`config.mk`:
```
export PLATFORM = sky130hd
export DESIGN_NAME = tick_cmp_timer
export DESIGN_NICKNAME = d
export VERILOG_FILES = /design/src/rtl/tct_pkg.sv /design/src/rtl/tct_counter.sv /design/src/rtl/tct_match.sv /design/src/rtl/tct_pending.sv /design/src/rtl/tick_cmp_timer.sv
export SDC_FILE = /design/constraint.sdc
export NUM_CORES = 1
export LEC_CHECK = 0
export BUFFER_PORTS_ARGS = -buffer_cell sky130_fd_sc_hd__buf_2
export CAP_MARGIN = 15
export CORE_AREA = 5 5 96 107
export CTS_BUF_LIST = sky130_fd_sc_hd__clkbuf_4 sky130_fd_sc_hd__clkbuf_8
export CTS_CLUSTER_DIAMETER = 120
export CTS_CLUSTER_SIZE = 24
export DETAILED_ROUTE_END_ITERATION = 6
export DIE_AREA = 0 0 101 112
export HOLD_SLACK_MARGIN = 0.1
export MAX_ROUTING_LAYER = met4
export PLACE_DENSITY_LB_ADDON = 0.3
export SYNTH_ARGS = -nofsm -noshare
export SYNTH_HDL_FRONTEND = slang
export SYNTH_SLANG_ARGS = --single-unit
```
`constraint.sdc`:
```
create_clock -name clk -period 3.3 [get_ports clk]
set_input_delay 0 -clock clk [delete_from_list [all_inputs] [get_ports clk]]
set_output_delay 0 -clock clk [all_outputs]
set_load 0.02 [all_outputs]
```
`src/rtl/tct_pkg.sv`:
```
package tct_pkg;
  // action the counter takes at the next edge
  typedef enum logic [1:0] {
    CTR_HOLD = 2'd0,
    CTR_STEP = 2'd1,
    CTR_LOAD = 2'd2
  } ctr_op_e;
endpackage

```
`src/rtl/tct_counter.sv`:
```
module tct_counter
  import tct_pkg::*;
#(
  parameter int VIS_W = 32
) (
  input  logic             clk,
  input  logic             rst_n,
  input  ctr_op_e          op,
  input  logic [VIS_W-1:0] load_val,
  output logic [VIS_W:0]   ctr_q,
  output logic [VIS_W:0]   ctr_inc
);
  localparam int CW = VIS_W + 1;
  localparam logic [CW-1:0] ONE = {{VIS_W{1'b0}}, 1'b1};

  // natural wrap modulo 2^CW
  assign ctr_inc = ctr_q + ONE;

  always_ff @(posedge clk or negedge rst_n) begin
    if (!rst_n) begin
      ctr_q <= '0;
    end else begin
      unique case (op)
        CTR_LOAD: ctr_q <= {load_val, 1'b0};
        CTR_STEP: ctr_q <= ctr_inc;
        default:  ctr_q <= ctr_q;
      endcase
    end
  end
endmodule

```
`src/rtl/tct_match.sv`:
```
module tct_match #(
  parameter int VIS_W = 32
) (
  input  logic             clk,
  input  logic             rst_n,
  input  logic             cmp_wr_en,
  input  logic [VIS_W-1:0] cmp_wr_data,
  input  logic             step_ok,
  input  logic [VIS_W:0]   ctr_inc,
  output logic [VIS_W-1:0] cmp_q,
  output logic             hit
);
  // compare value lives in doubled units of the internal counter
  logic [VIS_W:0] target;
  assign target = {cmp_q, 1'b0};
  assign hit    = step_ok && (ctr_inc == target);

  always_ff @(posedge clk or negedge rst_n) begin
    if (!rst_n)         cmp_q <= '0;
    else if (cmp_wr_en) cmp_q <= cmp_wr_data;
  end
endmodule

```
`src/rtl/tct_pending.sv`:
```
module tct_pending (
  input  logic clk,
  input  logic rst_n,
  input  logic hit,
  input  logic pend_clr,
  input  logic cmp_wr_en,
  output logic pend_q,
  output logic stb_q
);
  logic keep;
  assign keep = pend_q && !pend_clr && !cmp_wr_en;

  always_ff @(posedge clk or negedge rst_n) begin
    if (!rst_n) begin
      pend_q <= 1'b0;
      stb_q  <= 1'b0;
    end else begin
      pend_q <= hit || keep;   // a fresh match outranks the clear
      stb_q  <= hit;
    end
  end
endmodule

```
`src/rtl/tick_cmp_timer.sv`:
```
module tick_cmp_timer
  import tct_pkg::*;
#(
  parameter int VIS_W = 32
) (
  input  logic             clk,
  input  logic             rst_n,
  input  logic             step_en,
  input  logic             cnt_wr_en,
  input  logic [VIS_W-1:0] cnt_wr_data,
  input  logic             cmp_wr_en,
  input  logic [VIS_W-1:0] cmp_wr_data,
  input  logic             pend_clr,
  output logic             timer_pend,
  output logic             reeval_stb,
  output logic [VIS_W-1:0] count_vis
);
  ctr_op_e          op;
  logic [VIS_W:0]   ctr_q;
  logic [VIS_W:0]   ctr_inc;
  logic [VIS_W-1:0] cmp_q;
  logic             hit;
  logic             step_ok;

  always_comb begin
    if (cnt_wr_en)    op = CTR_LOAD;
    else if (step_en) op = CTR_STEP;
    else              op = CTR_HOLD;
  end

  assign step_ok = (op == CTR_STEP) && !cmp_wr_en;

  tct_counter #(.VIS_W(VIS_W)) u_ctr (
    .clk      (clk),
    .rst_n    (rst_n),
    .op       (op),
    .load_val (cnt_wr_data),
    .ctr_q    (ctr_q),
    .ctr_inc  (ctr_inc)
  );

  tct_match #(.VIS_W(VIS_W)) u_match (
    .clk         (clk),
    .rst_n       (rst_n),
    .cmp_wr_en   (cmp_wr_en),
    .cmp_wr_data (cmp_wr_data),
    .step_ok     (step_ok),
    .ctr_inc     (ctr_inc),
    .cmp_q       (cmp_q),
    .hit         (hit)
  );

  tct_pending u_pend (
    .clk       (clk),
    .rst_n     (rst_n),
    .hit       (hit),
    .pend_clr  (pend_clr),
    .cmp_wr_en (cmp_wr_en),
    .pend_q    (timer_pend),
    .stb_q     (reeval_stb)
  );

  assign count_vis = ctr_q[VIS_W:1];
endmodule

```
* After elaboration in Yosys (flattened, before gate mapping)
Index checks and enable logic that the tools add are counted.
Word-level totals: register bits after elaboration 67, latch bits 0, memory bits (writable) 0, memory bits (read-only) 0, input port bits 70, output and inout bits 34, word-level logic and storage cells 19, memories 0
Cells by class: add/subtract/negate cells 1, multipliers 0, divide/modulo/power cells 0, $lt $le $gt $ge 0, eq/ne operators 3, shift-type cells 0, mux-type cells 3, bitwise gates (word level) 0, reductions and logical operators 8
Operators by type and width (count):
- case mux 33 bit (2 select lines) | 1
- adder 33 x 1 -> 33 bit, second input constant | 1
- == test 33 bit | 1
- logical AND 1 bit | 4
- == test 2 x 1 -> 1 bit, second input constant | 1
- == test 2 bit, second input constant | 1
- zero test 1 bit | 2
- two-way mux 2 bit | 1
- nonzero test 2 bit | 1
- logical OR 1 bit | 1
- two-way mux 1 bit | 1

* Depth between registers and ports, before layout
word-level depth 6, depth in mapped cells 8, gate-level depth less buffers 8

* Hierarchy
A second synthesis with hierarchy kept.
Unflattened totals: cells, all modules 407, area, all modules 4090.2 um^2
By module, submodules not included:
- tct_counter | times used 1, cells each 289, area each 2463.6 um^2, seq. area each 825.8 um^2
- tct_match | times used 1, cells each 112, area each 1546.5 um^2, seq. area each 800.8 um^2
- tct_pending | times used 1, cells each 4, area each 61.3 um^2, seq. area each 50.0 um^2
- tick_cmp_timer | times used 1, cells each 2, area each 18.8 um^2, seq. area each 0.0 um^2

* Worst setup path before layout
Ideal clock, no wire load.
path kind register to register, from register u_ctr.ctr_q[1], to register u_pend.pend_q, setup time 77 ps, data arrival time 2527 ps, data required time 3223 ps, slack 696 ps, cell stages (with the launch flop) 9, path buffers 0, clock period less this slack 2604 ps, path through dfrtp_1 -> ha_1 -> and3_1 -> xnor2_1 -> nor2_1 -> or4_1 -> or3_1 -> or4_1 -> o21ai_1
On the way: word-level cells in the longest chain between the ends 4
RTL lines:
- start, declared | line tct_counter.sv:10 | output logic [VIS_W:0] ctr_q,
- start signal, assigned | line tct_counter.sv:24 | CTR_LOAD: ctr_q <= {load_val, 1'b0};
- start signal, assigned | line tct_counter.sv:25 | CTR_STEP: ctr_q <= ctr_inc;
- start signal, assigned | line tct_counter.sv:26 | default: ctr_q <= ctr_q;
- adder 33 x 1 -> 33 bit | line tct_counter.sv:17 | assign ctr_inc = ctr_q + ONE;
- == test 33 bit | line tct_match.sv:16 | assign hit = step_ok && (ctr_inc == target);
- logical AND 1 bit | line tct_match.sv:16
- logical OR 1 bit | line tct_pending.sv:18 | pend_q <= hit || keep;
- end signal, assigned | line tct_pending.sv:18
- end, declared | line tct_pending.sv:7 | output logic pend_q,
No other way between the ends. A chain may end at the register's enable or synchronous reset.

* Worst setup path in the final report
from register u_ctr.ctr_q[0], to register u_pend.pend_q
The elaborated chain is that of the path after synthesis.

==> out/metrics.cfg <==
[outcome]
status = finished, final reports clean

[die]
die-width_um = 101
io-pin-count = 104
die_h_um = 112
row_count = 37
floorplan.initialDensity_pct = 48.55
die_area_um2 = 11310
design.core.area_um2 = 9120

[synthesis]
share_of_the_yosys_chip_area_belonging_to_registers_pct = 37.86
yosys.cell_types.count = 50
post-synth-top-area-cell = sky130_fd_sc_hd__dfrtp_1
synthesis.nets = 542
synth_ff_type = sky130_fd_sc_hd__dfrtp_1
proportion_of_netlist_area_held_by_the_largest_area_contributor_pct = 37.86
yosys_warnings = 0
synth.top_cells.by_area = sky130_fd_sc_hd__dfrtp_1 (38%), sky130_fd_sc_hd__xnor2_1 (10%), sky130_fd_sc_hd__mux2_2 (8.6%)
synth.cell_area_um2 = 4428
async_flop_share_pct = 100.0
ys_ff_latch = 67
synthesis.instances = 471
syn_avg_cell_area_um2 = 9.401
synth_edf_count = 0

[global_route]
gr-usage-met1_pct = 26.17
grt_first_pass_wirelength_um = 20540
overflow = 0
gr-usage-met3_pct = 3.509
global_route.usage.total_pct = 23.58
grt_use_met2_pct = 41.90
grt_pass1_vias = 4206
busiest_layer_in_global_routing = met2
antenna_found_initial = 0
grt_max_degree = 64

[setup_path]
timing.critical_path.slowest_cell_delay_ns = 0.62
timing.critical_path.max_delay_family = simple AND/OR/NAND/NOR gates
worstSetupStartpoint = u_ctr.ctr_q[0]
timing.critical_path.to = u_pend.pend_q
cp_data_required_time_ns = 3.58
worstPathBufferInverterCount = 0
path_class = flop to flop
setup.reg_to_reg.worst_slack_ns = 0.35
worst-endpoint-arrival_ns = 3.23
start_kind = flop
cp_cell_sequence = ha_1, nand4_1, nor4_4, nand2_1, xnor2_1, o211ai_1, or4_1, o21ai_1
worst-path-stages = 8
reg2reg_from = u_ctr.ctr_q[0]
maximum_net_fanout_on_the_critical_path = 10
worst_setup_path_end_kind = flop
critPathSlowestCell = sky130_fd_sc_hd__nor4_4
rr_worst_depth = 8
rr_endpoint = u_pend.pend_q

[routing]
routed_wire_length_per_instance_um = 17.04
routed-via-count = 3842
routed_via_density = 5.336
drt_iter0_drc = 158
totalWireLength_um = 12270
drt.antenna.violating_nets = 0
drtPass1Iterations = 5
post-route-drc-count = 0

[final_layout]
design_area_um2 = 5595
final-instance-count-excl-fill = 720
antenna_cells = 0
drive_gt1_share_pct = 29.02
synthToLayoutAreaGrowth_pct = 26.36
finish.net_count = 669

[clock_tree]
tritoncts_clock_tree = yes
htree_levels = 3
post_cts.resized_instances = 0
cts.sinks = 67
clock_insertion_delay_worst_skew_ns = 0.35
cts_inserted_buffers = 9
cts-root-buf = sky130_fd_sc_hd__clkbuf_8
path_clk_slew_ns = 0.07
post_cts_setup_inserts = 0
clockBufferDepth = 2

[timing]
min_period_ns = 2.948
timing.setup.tns_ns = 0
setup_violations = 0
max_slew_margin_pct = 37.69
fmaxAchievable_mhz = 339.2
rsz0062_at_grt = false
hold_viol_final = 0
final_max_slew_viol_count = 0
worst_margin_pin_slew_ns = 0.9346
fin_worst_hold_slack_ns = 0.1653
final_min_period_over_clock_period_pct = 89.35
fin_ws_ns = 0.3515
skew_ns = 0.005659

[pwr]
power.internal_w = 0.001481
sw_frac_of_total_pct = 32.66
comb_power_share_pct = 24.7
p_sw_w = 0.0007183
worst_ir_drop_vdd_v = 0.0001953
leakage_nw = 2.338
power.sequential.fraction_pct = 46.4
power_frac_clock_pct = 28.9
power-per-cell-area_nw_per_um2 = 393.0

[run]
timing.max_cap.violations = 0

[place]
placed_wire_length_estimate_after_detailed_placement_um = 8649
pre_cts_ws_ns = 0.3925
placed_cells = 638
place_area_um2 = 4756
gpl.final_weighted_congestion = 0.9070
buffer_ports.inserted = 103

[hold_path]
hold_class = input port to flop

[sequential cells by signal (all words and copies together), names as in the netlist]
signal / flops
u_ctr.ctr_q: 33
u_match.cmp_q: 32
u_pend.pend_q: 1
u_pend.stb_q: 1
[what timing repair did]
action | CTS | global route
hold endpoints to repair | 105 | 0
setup endpoints to repair | 0 | 0
hold buffers | 66 | 0
[per-layer routing]
| metal | wire, um | share of wire [%] | vias to the layer above |
|---|---|---|---|
| li1 | - | - | 1846 |
| met1 | 4870 | 40 | 1861 |
| met2 | 6522 | 53 | 108 |
| met3 | 513 | 4.2 | 27 |
| met4 | 360 | 2.9 | 0 |
| met5 | 0 | 0 | - |
[power by group through the flow]
stage	logic, W	registers [W]	clock network, W
after floorplan	0.000412	0.000979	0
after global placement	0.000474	0.00103	0
after detailed placement	0.000481	0.00103	0
after CTS	0.000544	0.00102	0.000647
after global routing	0.000597	0.00103	0.000679
final	0.000544	0.00102	0.000635
[cells in the mapped netlist, types with 6 or more instances]
cell type / count
sky130_fd_sc_hd__clkbuf_1: 15
sky130_fd_sc_hd__mux2_2: 34
sky130_fd_sc_hd__buf_4: 33
sky130_fd_sc_hd__nand2_1: 62
sky130_fd_sc_hd__xor2_1: 29
sky130_fd_sc_hd__xnor2_1: 51
sky130_fd_sc_hd__dfrtp_1: 67
sky130_fd_sc_hd__nor2_1: 32
sky130_fd_sc_hd__nand3_1: 10
sky130_fd_sc_hd__buf_2: 7
sky130_fd_sc_hd__a31oi_1: 6
sky130_fd_sc_hd__o21ai_0: 35
sky130_fd_sc_hd__nand4_1: 21
[final cells by class]
class | count | area [um^2]
Fill cell | 788 | 3525
Multi-Input combinational cell | 342 | 2365
Sequential cell | 67 | 1677
Timing Repair Buffer | 174 | 1214
Clock buffer | 11 | 151.4
Tap cell | 117 | 146.4
Clock inverter | 5 | 27.53
Inverter | 4 | 15.01
[through the flow]
step | power [W] | utilization (%)
2_1_floorplan | 0.001392 | -
3_3_place_gp | 0.001504 | 52.15
3_5_place_dp | 0.001515 | 52.15
4_1_cts | 0.002210 | 61.35
5_1_grt | 0.002310 | 61.35
6_report | 0.002199 | 61.35
[cell families after synthesis]
kind of cell             count (synthesis)  synth area share (%)
AO/OA/AOI/OAI                           56                 7.206
buffers and inverters                   62                 8.731
XOR/XNOR                                80                 15.82
multiplexers                            37                 9.325
adder cells (fa/ha/maj)                  1                0.2825
flip-flops                              67                 37.86
AND/OR/NAND/NOR                        168                 20.77
[worst min path at each step]
stage | start | slack, ns | depth (start not counted) | to
global route | step_en | 0.20 | 4 | u_ctr.ctr_q[0]
CTS | step_en | 0.15 | 4 | u_ctr.ctr_q[0]
finish | step_en | 0.17 | 4 | u_ctr.ctr_q[0]
detailed placement | rst_n | 0.20 | 1 | u_match.cmp_q[24]
global placement | rst_n | 0.18 | 1 | u_match.cmp_q[23]
floorplan | rst_n | -0.30 | 0 | u_ctr.ctr_q[0]
[placed cells by master, fill, tap and decap left out, types with 2 or more instances in the layout]
cell type,count
sky130_fd_sc_hd__buf_2,103
sky130_fd_sc_hd__nor3_1,5
sky130_fd_sc_hd__xor2_1,29
sky130_fd_sc_hd__clkbuf_8,11
sky130_fd_sc_hd__nand2b_1,2
sky130_fd_sc_hd__nor4_1,2
sky130_fd_sc_hd__inv_1,4
sky130_fd_sc_hd__o21ai_0,35
sky130_fd_sc_hd__nand2_1,62
sky130_fd_sc_hd__buf_4,5
sky130_fd_sc_hd__o211ai_1,3
sky130_fd_sc_hd__nand3_1,10
sky130_fd_sc_hd__nor2b_1,3
sky130_fd_sc_hd__nor2_1,32
sky130_fd_sc_hd__nor4_4,3
sky130_fd_sc_hd__xnor2_1,51
sky130_fd_sc_hd__and4_2,2
sky130_fd_sc_hd__mux2i_1,3
sky130_fd_sc_hd__mux2_2,34
sky130_fd_sc_hd__or4_1,5
sky130_fd_sc_hd__dfrtp_1,67
sky130_fd_sc_hd__nand4_1,21
sky130_fd_sc_hd__and3_1,3
sky130_fd_sc_hd__a31oi_1,6
sky130_fd_sc_hd__o2111ai_1,2
sky130_fd_sc_hd__a21oi_1,4
sky130_fd_sc_hd__clkinv_2,4
sky130_fd_sc_hd__dlygate4sd3_1,66
sky130_fd_sc_hd__or3_1,4
[worst reg2reg max path, cell delays in order (launching register included)]
cell                       delay (ns)
sky130_fd_sc_hd__dfrtp_1         0.46
sky130_fd_sc_hd__ha_1            0.30
sky130_fd_sc_hd__nand4_1         0.28
sky130_fd_sc_hd__nor4_4          0.62
sky130_fd_sc_hd__nand2_1         0.19
sky130_fd_sc_hd__xnor2_1         0.22
sky130_fd_sc_hd__o211ai_1        0.12
sky130_fd_sc_hd__or4_1           0.54
sky130_fd_sc_hd__o21ai_1         0.13
Power figures use the tool's default switching activity.
